**src/rtl/sertx_pkg.sv**
```systemverilog
// Shared types and frame helpers for the serial transmitter.
// Assumes at most nine data bits, one parity bit and two stop bits.
package sertx_pkg;

    localparam int DATA_MAX = 9;
    localparam int FRAME_W  = 1 + DATA_MAX + 1 + 2;
    localparam int LEN_W    = $clog2(FRAME_W + 1);

    typedef enum logic [1:0] {
        MODE_ASYNC = 2'b00,
        MODE_SYNC  = 2'b01,
        MODE_RSVD  = 2'b10,
        MODE_SPI   = 2'b11
    } line_mode_e;

    typedef struct packed {
        logic [3:0] nbits;
        logic       par_en;
        logic       par_odd;
        logic       stop2;
    } frame_cfg_t;

    // Build the frame vector, LSB first on the wire; unused upper bits stay high
    function automatic logic [FRAME_W-1:0] frame_build(input logic [DATA_MAX-1:0] d,
                                                        input frame_cfg_t c);
        logic [FRAME_W-1:0] f;
        logic               p;
        f    = '1;
        f[0] = 1'b0;
        p    = c.par_odd;
        for (int i = 0; i < DATA_MAX; i++) begin
            if (i < int'(c.nbits)) begin
                f[i+1] = d[i];
                p      = p ^ d[i];
            end
        end
        if (c.par_en) f[int'(c.nbits) + 1] = p;
        return f;
    endfunction

    // Index of the final bit of a frame (frame length minus one)
    function automatic logic [LEN_W-1:0] frame_last(input frame_cfg_t c);
        return LEN_W'(c.nbits) + LEN_W'(c.par_en) + LEN_W'(1) + LEN_W'(c.stop2);
    endfunction

endpackage

```
**src/rtl/sertx_cfg.sv**
```systemverilog
// Configuration registers and decode.
// Holds the command and format fields, decodes the character size and
// parity, and reports whether transmission is allowed (enable with mode 00).
module sertx_cfg
    import sertx_pkg::*;
(
    input  logic       clk,
    input  logic       rst_n,
    input  logic       cmd_we,
    input  logic       cmd_tx_en,
    input  logic       cmd_size_hi,
    input  logic       cmd_bit8,
    input  logic       fmt_we,
    input  logic [1:0] fmt_mode,
    input  logic [1:0] fmt_parity,
    input  logic       fmt_stop2,
    input  logic [1:0] fmt_size_lo,
    output frame_cfg_t cfg,
    output logic       bit8_stage,
    output logic       run_ok
);

    logic       en_q;
    logic       size_hi_q;
    logic       bit8_q;
    line_mode_e mode_q;
    logic [1:0] par_q;
    logic       stop2_q;
    logic [1:0] size_lo_q;

    // Command field register
    always_ff @(posedge clk) begin
        if (!rst_n) begin
            en_q      <= 1'b0;
            size_hi_q <= 1'b0;
            bit8_q    <= 1'b0;
        end else if (cmd_we) begin
            en_q      <= cmd_tx_en;
            size_hi_q <= cmd_size_hi;
            bit8_q    <= cmd_bit8;
        end
    end

    // Format field register
    always_ff @(posedge clk) begin
        if (!rst_n) begin
            mode_q    <= MODE_ASYNC;
            par_q     <= 2'b00;
            stop2_q   <= 1'b0;
            size_lo_q <= 2'b11;
        end else if (fmt_we) begin
            mode_q    <= line_mode_e'(fmt_mode);
            par_q     <= fmt_parity;
            stop2_q   <= fmt_stop2;
            size_lo_q <= fmt_size_lo;
        end
    end

    // Decode character size and parity into the frame configuration
    always_comb begin
        unique case ({size_hi_q, size_lo_q})
            3'b000:  cfg.nbits = 4'd5;
            3'b001:  cfg.nbits = 4'd6;
            3'b010:  cfg.nbits = 4'd7;
            3'b111:  cfg.nbits = 4'd9;
            default: cfg.nbits = 4'd8;
        endcase
        cfg.par_en  = par_q[1];
        cfg.par_odd = par_q[1] & par_q[0];
        cfg.stop2   = stop2_q;
    end

    assign bit8_stage = bit8_q;
    assign run_ok     = en_q && (mode_q == MODE_ASYNC);

endmodule

```
**src/rtl/sertx_hold.sv**
```systemverilog
// One-entry holding register in front of the shifter.
// Accepts a write only while empty; empties when the shifter takes it.
// Assumes take is only raised while full.
module sertx_hold
    import sertx_pkg::*;
(
    input  logic                clk,
    input  logic                rst_n,
    input  logic                wr,
    input  logic [DATA_MAX-1:0] din,
    input  logic                take,
    output logic                full,
    output logic                accept,
    output logic [DATA_MAX-1:0] dout
);

    assign accept = wr && !full;

    // Capture on accepted write, release when the shifter loads
    always_ff @(posedge clk) begin
        if (!rst_n) begin
            full <= 1'b0;
            dout <= '0;
        end else if (accept) begin
            full <= 1'b1;
            dout <= din;
        end else if (take) begin
            full <= 1'b0;
        end
    end

endmodule

```
**src/rtl/sertx_shift.sv**
```systemverilog
// Frame shifter: sends a prebuilt frame LSB first, each bit lasting
// TICKS_PER_BIT baud ticks. A load wins over the end of a frame, which
// allows back-to-back frames. The line is high while idle.
module sertx_shift
    import sertx_pkg::*;
#(
    parameter int TICKS_PER_BIT = 16
) (
    input  logic               clk,
    input  logic               rst_n,
    input  logic               tick,
    input  logic               load,
    input  logic [FRAME_W-1:0] frame,
    input  logic [LEN_W-1:0]   last_idx,
    output logic               line,
    output logic               busy,
    output logic               last_end
);

    localparam int CNT_W = (TICKS_PER_BIT > 1) ? $clog2(TICKS_PER_BIT) : 1;
    localparam logic [CNT_W-1:0] CNT_MAX = CNT_W'(TICKS_PER_BIT - 1);

    logic [FRAME_W-1:0] sh_q;
    logic [LEN_W-1:0]   left_q;
    logic [CNT_W-1:0]   cnt_q;
    logic               bit_end;

    assign bit_end  = busy && tick && (cnt_q == CNT_MAX);
    assign last_end = bit_end && (left_q == '0);

    // Tick counting, bit advance and frame load
    always_ff @(posedge clk) begin
        if (!rst_n) begin
            sh_q   <= '1;
            left_q <= '0;
            cnt_q  <= '0;
            busy   <= 1'b0;
        end else if (load) begin
            sh_q   <= frame;
            left_q <= last_idx;
            cnt_q  <= '0;
            busy   <= 1'b1;
        end else if (bit_end) begin
            cnt_q <= '0;
            if (left_q == '0) begin
                busy <= 1'b0;
            end else begin
                sh_q   <= {1'b1, sh_q[FRAME_W-1:1]};
                left_q <= left_q - LEN_W'(1);
            end
        end else if (busy && tick) begin
            cnt_q <= cnt_q + CNT_W'(1);
        end
    end

    assign line = busy ? sh_q[0] : 1'b1;

endmodule

```
**src/rtl/sertx_top.sv**
```systemverilog
// Buffered asynchronous serial transmitter.
// Claims the pin while enabled in asynchronous mode, and keeps it until the
// buffer and shifter have drained after the enable is withdrawn.
// Assumes baud_tick is a single-cycle pulse from an external rate generator.
module sertx_top
    import sertx_pkg::*;
#(
    parameter int TICKS_PER_BIT = 16
) (
    input  logic       clk,
    input  logic       rst_n,
    input  logic       baud_tick,
    input  logic       data_we,
    input  logic [7:0] data_in,
    input  logic       cmd_we,
    input  logic       cmd_tx_en,
    input  logic       cmd_size_hi,
    input  logic       cmd_bit8,
    input  logic       fmt_we,
    input  logic [1:0] fmt_mode,
    input  logic [1:0] fmt_parity,
    input  logic       fmt_stop2,
    input  logic [1:0] fmt_size_lo,
    output logic       txd,
    output logic       txd_oe,
    output logic       buf_empty,
    output logic       tx_done
);

    frame_cfg_t          cfg;
    logic                bit8_stage;
    logic                run_ok;
    logic                hold_full;
    logic                hold_accept;
    logic [DATA_MAX-1:0] hold_data;
    logic                sh_busy;
    logic                sh_last_end;
    logic                load;
    logic                own_q;
    logic                done_q;

    sertx_cfg u_cfg (
        .clk         (clk),
        .rst_n       (rst_n),
        .cmd_we      (cmd_we),
        .cmd_tx_en   (cmd_tx_en),
        .cmd_size_hi (cmd_size_hi),
        .cmd_bit8    (cmd_bit8),
        .fmt_we      (fmt_we),
        .fmt_mode    (fmt_mode),
        .fmt_parity  (fmt_parity),
        .fmt_stop2   (fmt_stop2),
        .fmt_size_lo (fmt_size_lo),
        .cfg         (cfg),
        .bit8_stage  (bit8_stage),
        .run_ok      (run_ok)
    );

    sertx_hold u_hold (
        .clk    (clk),
        .rst_n  (rst_n),
        .wr     (data_we),
        .din    ({bit8_stage, data_in}),
        .take   (load),
        .full   (hold_full),
        .accept (hold_accept),
        .dout   (hold_data)
    );

    // Move a waiting character in when idle or right as the last stop bit ends
    assign load = own_q && hold_full && (!sh_busy || sh_last_end);

    sertx_shift #(
        .TICKS_PER_BIT (TICKS_PER_BIT)
    ) u_shift (
        .clk      (clk),
        .rst_n    (rst_n),
        .tick     (baud_tick),
        .load     (load),
        .frame    (frame_build(hold_data, cfg)),
        .last_idx (frame_last(cfg)),
        .line     (txd),
        .busy     (sh_busy),
        .last_end (sh_last_end)
    );

    // Pin ownership: taken on enable, held while anything remains to send
    always_ff @(posedge clk) begin
        if (!rst_n) own_q <= 1'b0;
        else        own_q <= run_ok || (own_q && (hold_full || sh_busy));
    end

    // Transmit-complete flag: set on an unfollowed final stop, cleared by a write
    always_ff @(posedge clk) begin
        if (!rst_n)                         done_q <= 1'b0;
        else if (hold_accept)               done_q <= 1'b0;
        else if (sh_last_end && !hold_full) done_q <= 1'b1;
    end

    assign txd_oe    = own_q;
    assign buf_empty = !hold_full;
    assign tx_done   = done_q;

endmodule

```
**config.mk**
```make
export PLATFORM = sky130hd
export DESIGN_NAME = sertx_top
export DESIGN_NICKNAME = d
export VERILOG_FILES = /design/src/rtl/sertx_pkg.sv /design/src/rtl/sertx_cfg.sv /design/src/rtl/sertx_hold.sv /design/src/rtl/sertx_shift.sv /design/src/rtl/sertx_top.sv
export SDC_FILE = /design/constraint.sdc
export NUM_CORES = 1
export LEC_CHECK = 0
export ABC_CLOCK_PERIOD_IN_PS = 4100
export BUFFER_PORTS_ARGS = -buffer_cell sky130_fd_sc_hd__buf_2
export CAP_MARGIN = 0
export CORE_AREA = 2 2 77 79
export CTS_CLUSTER_SIZE = 10
export DETAILED_ROUTE_END_ITERATION = 8
export DIE_AREA = 0 0 79 81
export PLACE_DENSITY = 0.53
export RECOVER_POWER = 50
export SYNTH_ARGS = -nofsm -noshare
export SYNTH_HDL_FRONTEND = slang
export SYNTH_SLANG_ARGS = --single-unit
```
**constraint.sdc**
```tcl
create_clock -name clk -period 4.1 [get_ports clk]
set_input_delay 0.205 -clock clk [delete_from_list [all_inputs] [get_ports clk]]
set_output_delay 0.205 -clock clk [all_outputs]
set_load 0.05 [all_outputs]
```
==> flow_metrics.py <==
metrics = {
    "clocking": {
        "cts_resized": 0,
        "cts_setup_buffers": 0,
        "htreeDepth": 2,
        "clock_tree.root_cell": "clkbuf_8",
        "cts_sinks": 44,
        "cts_buffer_depth": 2,
        "cts_hold_buf": 0,
        "cts_buffers": 5,
        "clk_pin_slew_worst_paths_ps": 80,
        "cts_tree": "built",
        "clk-insertion-delay-late_ps": 290,
    },
    "sta": {
        "fin_tns_setup_ps": 0,
        "min_period_ps": 2500,
        "fin_ws_ps": 1600,
        "post-route-period-util_pct": 61.1,
        "timing.fmax_mhz": 399,
        "setup_violations": 0,
        "slew_viol_final": 0,
        "finClkSkew_ps": 7.33,
        "slew_headroom_pct": 23.4,
        "hold_violations": 0,
        "tightest_slew_ps": 1140,
        "timing.hold.ws_ps": 124,
        "grt_setup_unrepaired": "false",
    },
    "die": {
        "num_rows": 28,
        "die_w_um": 79,
        "io_pins": 28,
        "start_util_pct": 37.8,
        "core_mm2": 0.00568,
        "die_area_mm2": 0.00640,
        "fp.dieH_um": 81,
    },
    "grt": {
        "antenna_found_initial": 0,
        "grt_pass1_wl_um": 7270,
        "grt_usage_pct": 14.6,
        "overflow": 0,
        "grt_pass1_vias": 1467,
        "grt_max_degree": 34,
    },
    "min_path": {
        "min_path_type": "in2reg",
        "min_path_cells": 3,
    },
    "logic_synthesis": {
        "synth.top_cell.area_share_pct": 41.0,
        "synth.distinct_cells": 41,
        "avgSynthCellArea_um2": 8.62,
        "yosysTopAreaCell": "dfxtp_1",
        "syn_area_mm2": 0.00215,
        "synth-seq-cells": 44,
        "yosysWarnings": 0,
        "yosys-top-cells-area": "dfxtp_1, nand2_1, mux2i_1",
        "ys_seq_area_share_pct": 41.0,
        "syn_nets": 280,
        "synthesis.instances": 249,
    },
    "flow_run": {
        "maxCapViolCount": 0,
    },
    "critical_path": {
        "r2r_cells": 6,
        "cp-start-kind": "register",
        "r2r-end": "u_shift.sh_q[7]",
        "end_kind": "register",
        "worstSetupStartpoint": "u_shift.cnt_q[0]",
        "critical_path_class": "reg2reg",
        "cp.required_ps": 4330,
        "rr_startpoint": "u_shift.cnt_q[0]",
        "worstPathMaxFanout": 11,
        "r2r_slack_ps": 1600,
        "setup.worst_path.end": "u_shift.sh_q[7]",
        "crit_arrival_ps": 2740,
    },
    "routing": {
        "antenna_left": 0,
        "firstDrtPassIters": 4,
        "vias": 1708,
        "drtIter0Drc": 89,
        "drc": 0,
        "routedWlPerCell_um": 12.9,
        "via_per_inst": 4.92,
        "wl_um": 4470,
    },
    "finish": {
        "nets": 302,
        "antenna_cells": 0,
        "area_growth_pct": 11.4,
        "final_cell_area_mm2": 0.00239,
        "layout-drive-gt1-share_pct": 12.9,
        "final_common_cell": "dfxtp_1",
        "final_cell_mix": "dfxtp_1, nand2_1, nor2_1",
    },
    "placed_design": {
        "gp_congestion": 0.806,
        "port_buffers": 27,
        "dp_slack_ps": 1650,
        "place_hpwl_um": 3210,
        "placed_cell_area_mm2": 0.00231,
    },
    "power": {
        "powerDensity_mw_per_mm2": 359,
        "ir_drop_mv": 0.208,
        "leakagePower_uw": 0.000940,
    },
    "outcome": {
        "status": "finished clean",
    },
}
[layer usage]
metal | up-vias | global-route usage, % | wire length [µm]
li1 | 900 | - | -
met1 | 763 | 19.9 | 2200
met2 | 39 | 22.9 | 2000
met3 | 6 | 3.44 | 221
met4 | 0 | 4.66 | 51
met5 | - | 0 | 0
[stage by stage]
step	utilization [%]	instances	total power, µW
floorplan	-	249	562
global placement	40.7	339	594
detailed placement	40.7	339	594
CTS	42.2	347	874
global route	42.1	347	906
finish	42.1	347	857
[power by group]
part	leakage (µW)	switching (µW)	total, µW	internal, µW
Combinational	0.000536	62.8	120	56.8
Sequential	0.000359	18.7	462	443
Clock	0.0000455	139	276	138
[worst min-delay path by stage]
stage                   start                 end  slack (ps)
4_1_cts        fmt_size_lo[0]  u_cfg.size_lo_q[0]         110
6_report       fmt_size_lo[0]  u_cfg.size_lo_q[0]         120
3_5_place_dp   fmt_size_lo[0]  u_cfg.size_lo_q[0]         430
2_1_floorplan           rst_n  u_cfg.size_lo_q[0]         270
3_3_place_gp   fmt_size_lo[1]  u_cfg.size_lo_q[1]         430
5_1_grt        fmt_size_lo[0]  u_cfg.size_lo_q[0]         130
[critical path, stage by stage (launching register included)]
cell	delay, ps
dfxtp_1	370
ha_1	170
nand4_1	240
o41ai_1	570
nor2b_1	730
o221ai_1	260
nand2_1	110
[final cells by class]
class	instances	area [µm²]
tap	75	93.8
multi-input combinational	182	1160
timing repair buffer	27	129
inverter	11	41.3
fill	600	3280
sequential	44	881
clock buffer	8	90.1
[sequential cells by signal (all words and copies together), names as in the netlist, 2 cells and up]
| name | flops |
|---|---|
| u_cfg.par_q | 2 |
| u_cfg.mode_q | 2 |
| u_shift.left_q | 4 |
| u_hold.dout | 9 |
| u_cfg.size_lo_q | 2 |
| u_shift.sh_q | 13 |
| u_shift.cnt_q | 4 |
[synth_stat cells]
master / instances
buf_2: 3
buf_1: 3
a2111o_1: 1
a21oi_1: 20
nor2_1: 27
o41ai_1: 1
inv_1: 11
xor2_2: 1
a211oi_1: 2
xnor2_1: 8
nor2b_1: 4
buf_4: 3
and3_1: 1
nand3_2: 1
a311oi_2: 1
a2bb2oi_1: 2
nor3_1: 3
and3_4: 1
a221oi_1: 8
or3_1: 2
clkbuf_1: 2
mux2i_1: 13
ha_1: 6
and3_2: 1
nand2b_1: 2
nand2_2: 1
dfxtp_1: 44
nand4_1: 1
o221ai_1: 2
nor3b_1: 2
xor2_1: 4
o21ai_0: 8
or4_1: 1
nor3_2: 1
nand2_1: 42
buf_6: 1
a31oi_1: 3
or2_1: 1
xnor3_1: 2
nand3_1: 8
fa_1: 1
[kinds of logic (layout without fill, tap and decap cells)]
logic type / Yosys count / in the layout / synth area share [%]
compound gates: 48 / 48 / 14.6
xor+xnor: 15 / 15 / 7.76
fa+ha+maj: 7 / 7 / 4.43
buf+inv: 23 / 46 / 5.07
flops: 44 / 44 / 41.0
mux: 13 / 13 / 6.06
simple gates: 99 / 99 / 21.0
Power figures use the tool's default switching activity.
